`src/rtl/cfg_unlock.sv`:
```
module cfg_unlock #(
  parameter int ADDR_W = 6,
  parameter logic [7:0] KEY = 8'hD8,
  parameter int WINDOW = 4,
  parameter logic [ADDR_W-1:0] LOCK_ADDR = 6'h3C,
  parameter logic [ADDR_W-1:0] SRC_ADDR  = 6'h39,
  parameter logic [ADDR_W-1:0] DIV_ADDR  = 6'h36,
  parameter logic [ADDR_W-1:0] WDOG_ADDR = 6'h31
) (
  input  logic              clk,
  input  logic              rst_n,
  input  logic              io_we,
  input  logic [ADDR_W-1:0] io_addr,
  input  logic [7:0]        io_wdata,
  input  logic              instr_done,
  output logic [7:0]        io_rdata,
  output logic              irq_block,
  output logic [7:0]        clk_src_q,
  output logic [7:0]        clk_div_q,
  output logic [7:0]        wdog_q
);
  localparam int CNT_W = $clog2(WINDOW + 1);

  logic [CNT_W-1:0] left;
  logic open_w, lock_wr, key_wr, bad_wr, wr_ok;

  assign open_w  = (left != '0);
  assign lock_wr = io_we && (io_addr == LOCK_ADDR);
  assign key_wr  = lock_wr && (io_wdata == KEY);
  assign bad_wr  = lock_wr && (io_wdata != KEY);
  assign wr_ok   = io_we && open_w;
  assign irq_block = open_w;

  always_ff @(posedge clk or negedge rst_n) begin
    if (!rst_n)                   left <= '0;
    else if (key_wr)              left <= CNT_W'(WINDOW);
    else if (bad_wr)              left <= '0;
    else if (instr_done && open_w) left <= left - 1'b1;
  end

  always_ff @(posedge clk or negedge rst_n) begin
    if (!rst_n) begin
      clk_src_q <= '0;
      clk_div_q <= '0;
      wdog_q    <= '0;
    end else if (wr_ok) begin
      if (io_addr == SRC_ADDR)  clk_src_q <= io_wdata;
      if (io_addr == DIV_ADDR)  clk_div_q <= io_wdata;
      if (io_addr == WDOG_ADDR) wdog_q    <= io_wdata;
    end
  end

  always_comb begin
    io_rdata = 8'h00;
    if (io_addr == LOCK_ADDR)      io_rdata = {7'b0, open_w};
    else if (io_addr == SRC_ADDR)  io_rdata = clk_src_q;
    else if (io_addr == DIV_ADDR)  io_rdata = clk_div_q;
    else if (io_addr == WDOG_ADDR) io_rdata = wdog_q;
  end
endmodule

```
`config.mk`:
```
export PLATFORM = sky130hd
export DESIGN_NAME = cfg_unlock
export DESIGN_NICKNAME = d
export VERILOG_FILES = /design/src/rtl/cfg_unlock.sv
export SDC_FILE = /design/constraint.sdc
export NUM_CORES = 1
export LEC_CHECK = 0
export ABC_AREA = 1
export ABC_CLOCK_PERIOD_IN_PS = 1630
export CAP_MARGIN = 20
export CORE_AREA = 2 2 73 75
export CTS_CLUSTER_DIAMETER = 120
export DETAILED_ROUTE_END_ITERATION = 10
export DIE_AREA = 0 0 75 77
export GPL_ROUTABILITY_DRIVEN = 0
export GPL_TIMING_DRIVEN = 0
export PLACE_DENSITY = 0.64
export SYNTH_ARGS = -nofsm -noshare
export SYNTH_HDL_FRONTEND = slang
export SYNTH_SLANG_ARGS = --single-unit
```
`constraint.sdc`:
```
create_clock -name clk -period 1.63 [get_ports clk]
set_clock_uncertainty 0.2 [all_clocks]
set_input_delay 0.163 -clock clk [delete_from_list [all_inputs] [get_ports clk]]
set_output_delay 0.163 -clock clk [all_outputs]
set_load 0.005 [all_outputs]
```
==> flow_results.org <==
** Die
- Core ar. :: 4977 um^2
- For this configuration, the core starts out at a cell density of 29.08%.
- I/O pin count :: 51
- Row count :: 26
- Die Width :: 75 um
- Area of the die :: 5775 um^2
- Die H :: 77 um

** Global routing
- Entering global routing, the biggest net connects 16 pins.
- The first global-routing pass estimated 7.610 mm of wire.
- Overall fraction of global-route tracks in use :: 17.23%
- The via count of the first global-routing pass came to 1542.
- Global routing finished with a remaining overflow of 0.
- Initial antenna violation count :: 0

** Finish
- Number of standard cells in the layout, taps in and fillers out :: 323
- Layout overhead on the synthesized area :: 74.59%
- Total Nets Final :: 274
- The finished cells cover 2527 um^2.
- Number of diodes added for antenna fixing :: 0
- Share of final-layout standard cells stronger than drive strength 1 :: 39.92%

** Clock network
- Clock transition time at the flip-flop clock pins of the worst setup and hold paths :: 0.10 ns
- Clock tree from TritonCTS :: done
- Number of buffers added by the clock tree synthesis step :: 3
- The tree built by TritonCTS fans out to 27 sinks.
- The tree is rooted in a clkbuf_8.
- In this run the number of H-tree levels came out at 1.
- The clock passes through at most 2 buffers.
- Hold repair after CTS inserted 0 buffers.
- Clock latency on the worst-skew pair :: 0.27 ns

** STA
- Static timing analysis puts the maximum clock frequency at 618.1 MHz.
- For the finished layout, the period the worst path requires is 1.618 ns.
- Setup violations remaining at the end of the flow were counted as 0.
- Headroom to the max-slew limit came out at 52.87%.
- Setup repair after global routing could not meet its margin everywhere.
- The hold violation total from the final report came to 0.
- The final-report max-slew violation count was 0.
- The tightest hold path in the finished design has a slack of 0.09080 ns.
- Of the available clock period, the critical path in the final layout requires 99.25%.
- For the pin with the worst max-slew slack, the measured transition is 0.7048 ns.

** Yosys
- Mapped cell area :: 1448 um^2
- Gate count after technology mapping :: 170
- For this run, the number of Yosys warnings is 0.
- In this run, synthesis produced a sequential element count of 27.
- The number of nets handed over by synthesis was 190.
- Of the synthesized area, sequential elements account for 46.67%.
- Mapped Avg Cell Area :: 8.516 um^2
- Unique masters post-synth :: 16

** Setup path
- Endpoint type of the worst setup path :: flop
- Startpoint-to-endpoint class of the critical path :: reg -> reg
- R2R Setup Slk :: 0.01 ns
- Launch point of the worst reg-to-reg path :: left[0]
- Data on the critical path is required at its endpoint by 1.61 ns.
- The worst register-to-register path ends at clk_src_q[2].
- Path depth of the worst reg2reg path :: 10
- Max FO, Critical Path :: 5
- Element type at the critical path start :: flop
- Data on the critical path arrives at its endpoint at 1.60 ns.

** Place
- Buffers on Ports :: 50
- Including well taps, the total number of placed cells is 291.
- Area post-placement :: 2051 um^2
- Hpwl dp :: 3.077 mm

** Detailed routing
- For this run, design rule violations remaining after detail routing come to 0.
- The detail route stage leaves a number of antenna-violating nets equal to 0.
- Number of vias per cell after detailed routing :: 4.845
- The routed design has 4.832 mm of wire.
- Total number of vias :: 1565
- Iteration-0 DRC Markers :: 47
- The first TritonRoute pass finished after 4 iterations.
- After detailed routing, the average wire length per cell comes to 14.96 um.

** Run
- MaxCap Viol Count :: 0

** Power
- PwrDens :: 894.1 nW/um^2
- Peak VDD IR :: 0.4562 mV
- In this run the static leakage power is 1.254 nW.

** Status
- The flow ran to the end, and the final reports show no timing, DRC or antenna violations.

** Worst hold path
- Type of the worst min-delay path :: in -> async
## synthesized netlist by cell type (all sizes together)
cell	number	area [um^2]
ha	2	25.02
o21ai	25	155.1
nand2	46	195.2
nor2	10	67.56
buf	3	27.52
inv	16	60.06
nand3	34	195.2
dfrtp	27	675.7
nand4	6	37.54
xor2	1	8.760
## area by class of cell
class                           instances  area (um^2)
Buffer                                  3        37.54
Clock buffer                            3        41.29
Clock inverter                          1        5.005
Fill cell                             471         2450
Inverter                               16        65.06
Multi-Input combinational cell        125        854.6
Sequential cell                        27        676.9
Tap cell                               70        87.58
Timing Repair Buffer                   78        759.5
## cells by family (layout without fill, tap and decap cells)
logic type                 after synthesis  count (layout)  share of synthesized area [%]
and+or+nand+nor                         96              97                          34.23
adders and majority gates                2               2                          1.728
DFF                                     27              27                          46.67
buffers and inverters                   19             101                          6.050
AOI/OAI and AO/OA                       25              25                          10.72
xor gates and xnor gates                 1               1                         0.6051
## routing by layer
| metal | track usage (%) | up-vias | routed length (um) |
|---|---|---|---|
| li1 | - | 743 | - |
| met1 | 23.48 | 754 | 2024 |
| met2 | 28.16 | 57 | 2439 |
| met3 | 2.102 | 11 | 257 |
| met4 | 5.000 | 0 | 111 |
| met5 | 0 | - | 0 |
## critical path, cell delays in order, from the launching register on
cell and delay, ns:
dfrtp_1 0.38, inv_2 0.06, ha_4 0.16, nand2_4 0.07, buf_6 0.12, nand2_8 0.06, inv_6 0.07, nand3_4 0.13
buf_8 0.18, nand2_4 0.05, o21ai_2 0.04
## power breakdown
part           switching [mW]  leakage (nW)  internal [mW]
logic                   0.416         0.868          0.511
clock network           0.230        0.0255          0.172
registers               0.128         0.361          0.803
total                   0.774          1.25           1.49
## how the worst max path moves through the flow
stage | startpoint | endpoint | slack (ns) | depth (start not counted)
2_1_floorplan | left[0] | clk_src_q[2] | 0.05 | 9
3_3_place_gp | io_addr[4] | io_rdata[5] | -0.79 | 7
3_5_place_dp | io_addr[4] | io_rdata[5] | -0.78 | 7
4_1_cts | left[0] | clk_src_q[3] | 0.0007 | 9
5_1_grt | left[1] | io_rdata[0] | -0.07 | 6
6_report | left[0] | clk_src_q[2] | 0.01 | 10
## cells in the final DEF, fill, tap and decap left out, types with 7 or more instances in the layout
| cell type | Yosys | routed |
|---|---|---|
| buf_6 | 2 | 15 |
| buf_4 | 0 | 11 |
| clkdlybuf4s50_1 | 0 | 31 |
| dfrtp_1 | 27 | 26 |
| nand3_2 | 0 | 7 |
| nand2_1 | 43 | 26 |
| nand2_4 | 3 | 8 |
| o21ai_0 | 17 | 9 |
| nor2_4 | 3 | 7 |
| buf_2 | 1 | 8 |
| nand3_1 | 32 | 25 |
| inv_1 | 16 | 12 |
| nand2_2 | 0 | 11 |
| o21ai_2 | 8 | 12 |
## state kept, by name, summed over array words and instances (netlist names)
signal	count
left	3
clk_src_q	8
wdog_q	8
clk_div_q	8
## through the flow
stage	worst slack (ns)	TNS, ns	util [%]	power [mW]
floorplan	0.05186	0	-	1.236
global placement	-0.7863	-17.12	40.90	1.588
detailed placement	-0.7828	-12.61	41.20	1.613
CTS	0.0006722	0	47.84	2.160
global route	-0.06844	-0.5391	50.78	2.403
finish	0.01226	0	50.78	2.260
## what timing repair did
action | in CTS | in global routing
cloned | 4 | 0
gates resized for setup | 71 | 57
endpoints found under the setup margin | 25 | 31
pin swaps | 11 | 13
setup buffers | 21 | 3
Power figures use the tool's default switching activity.
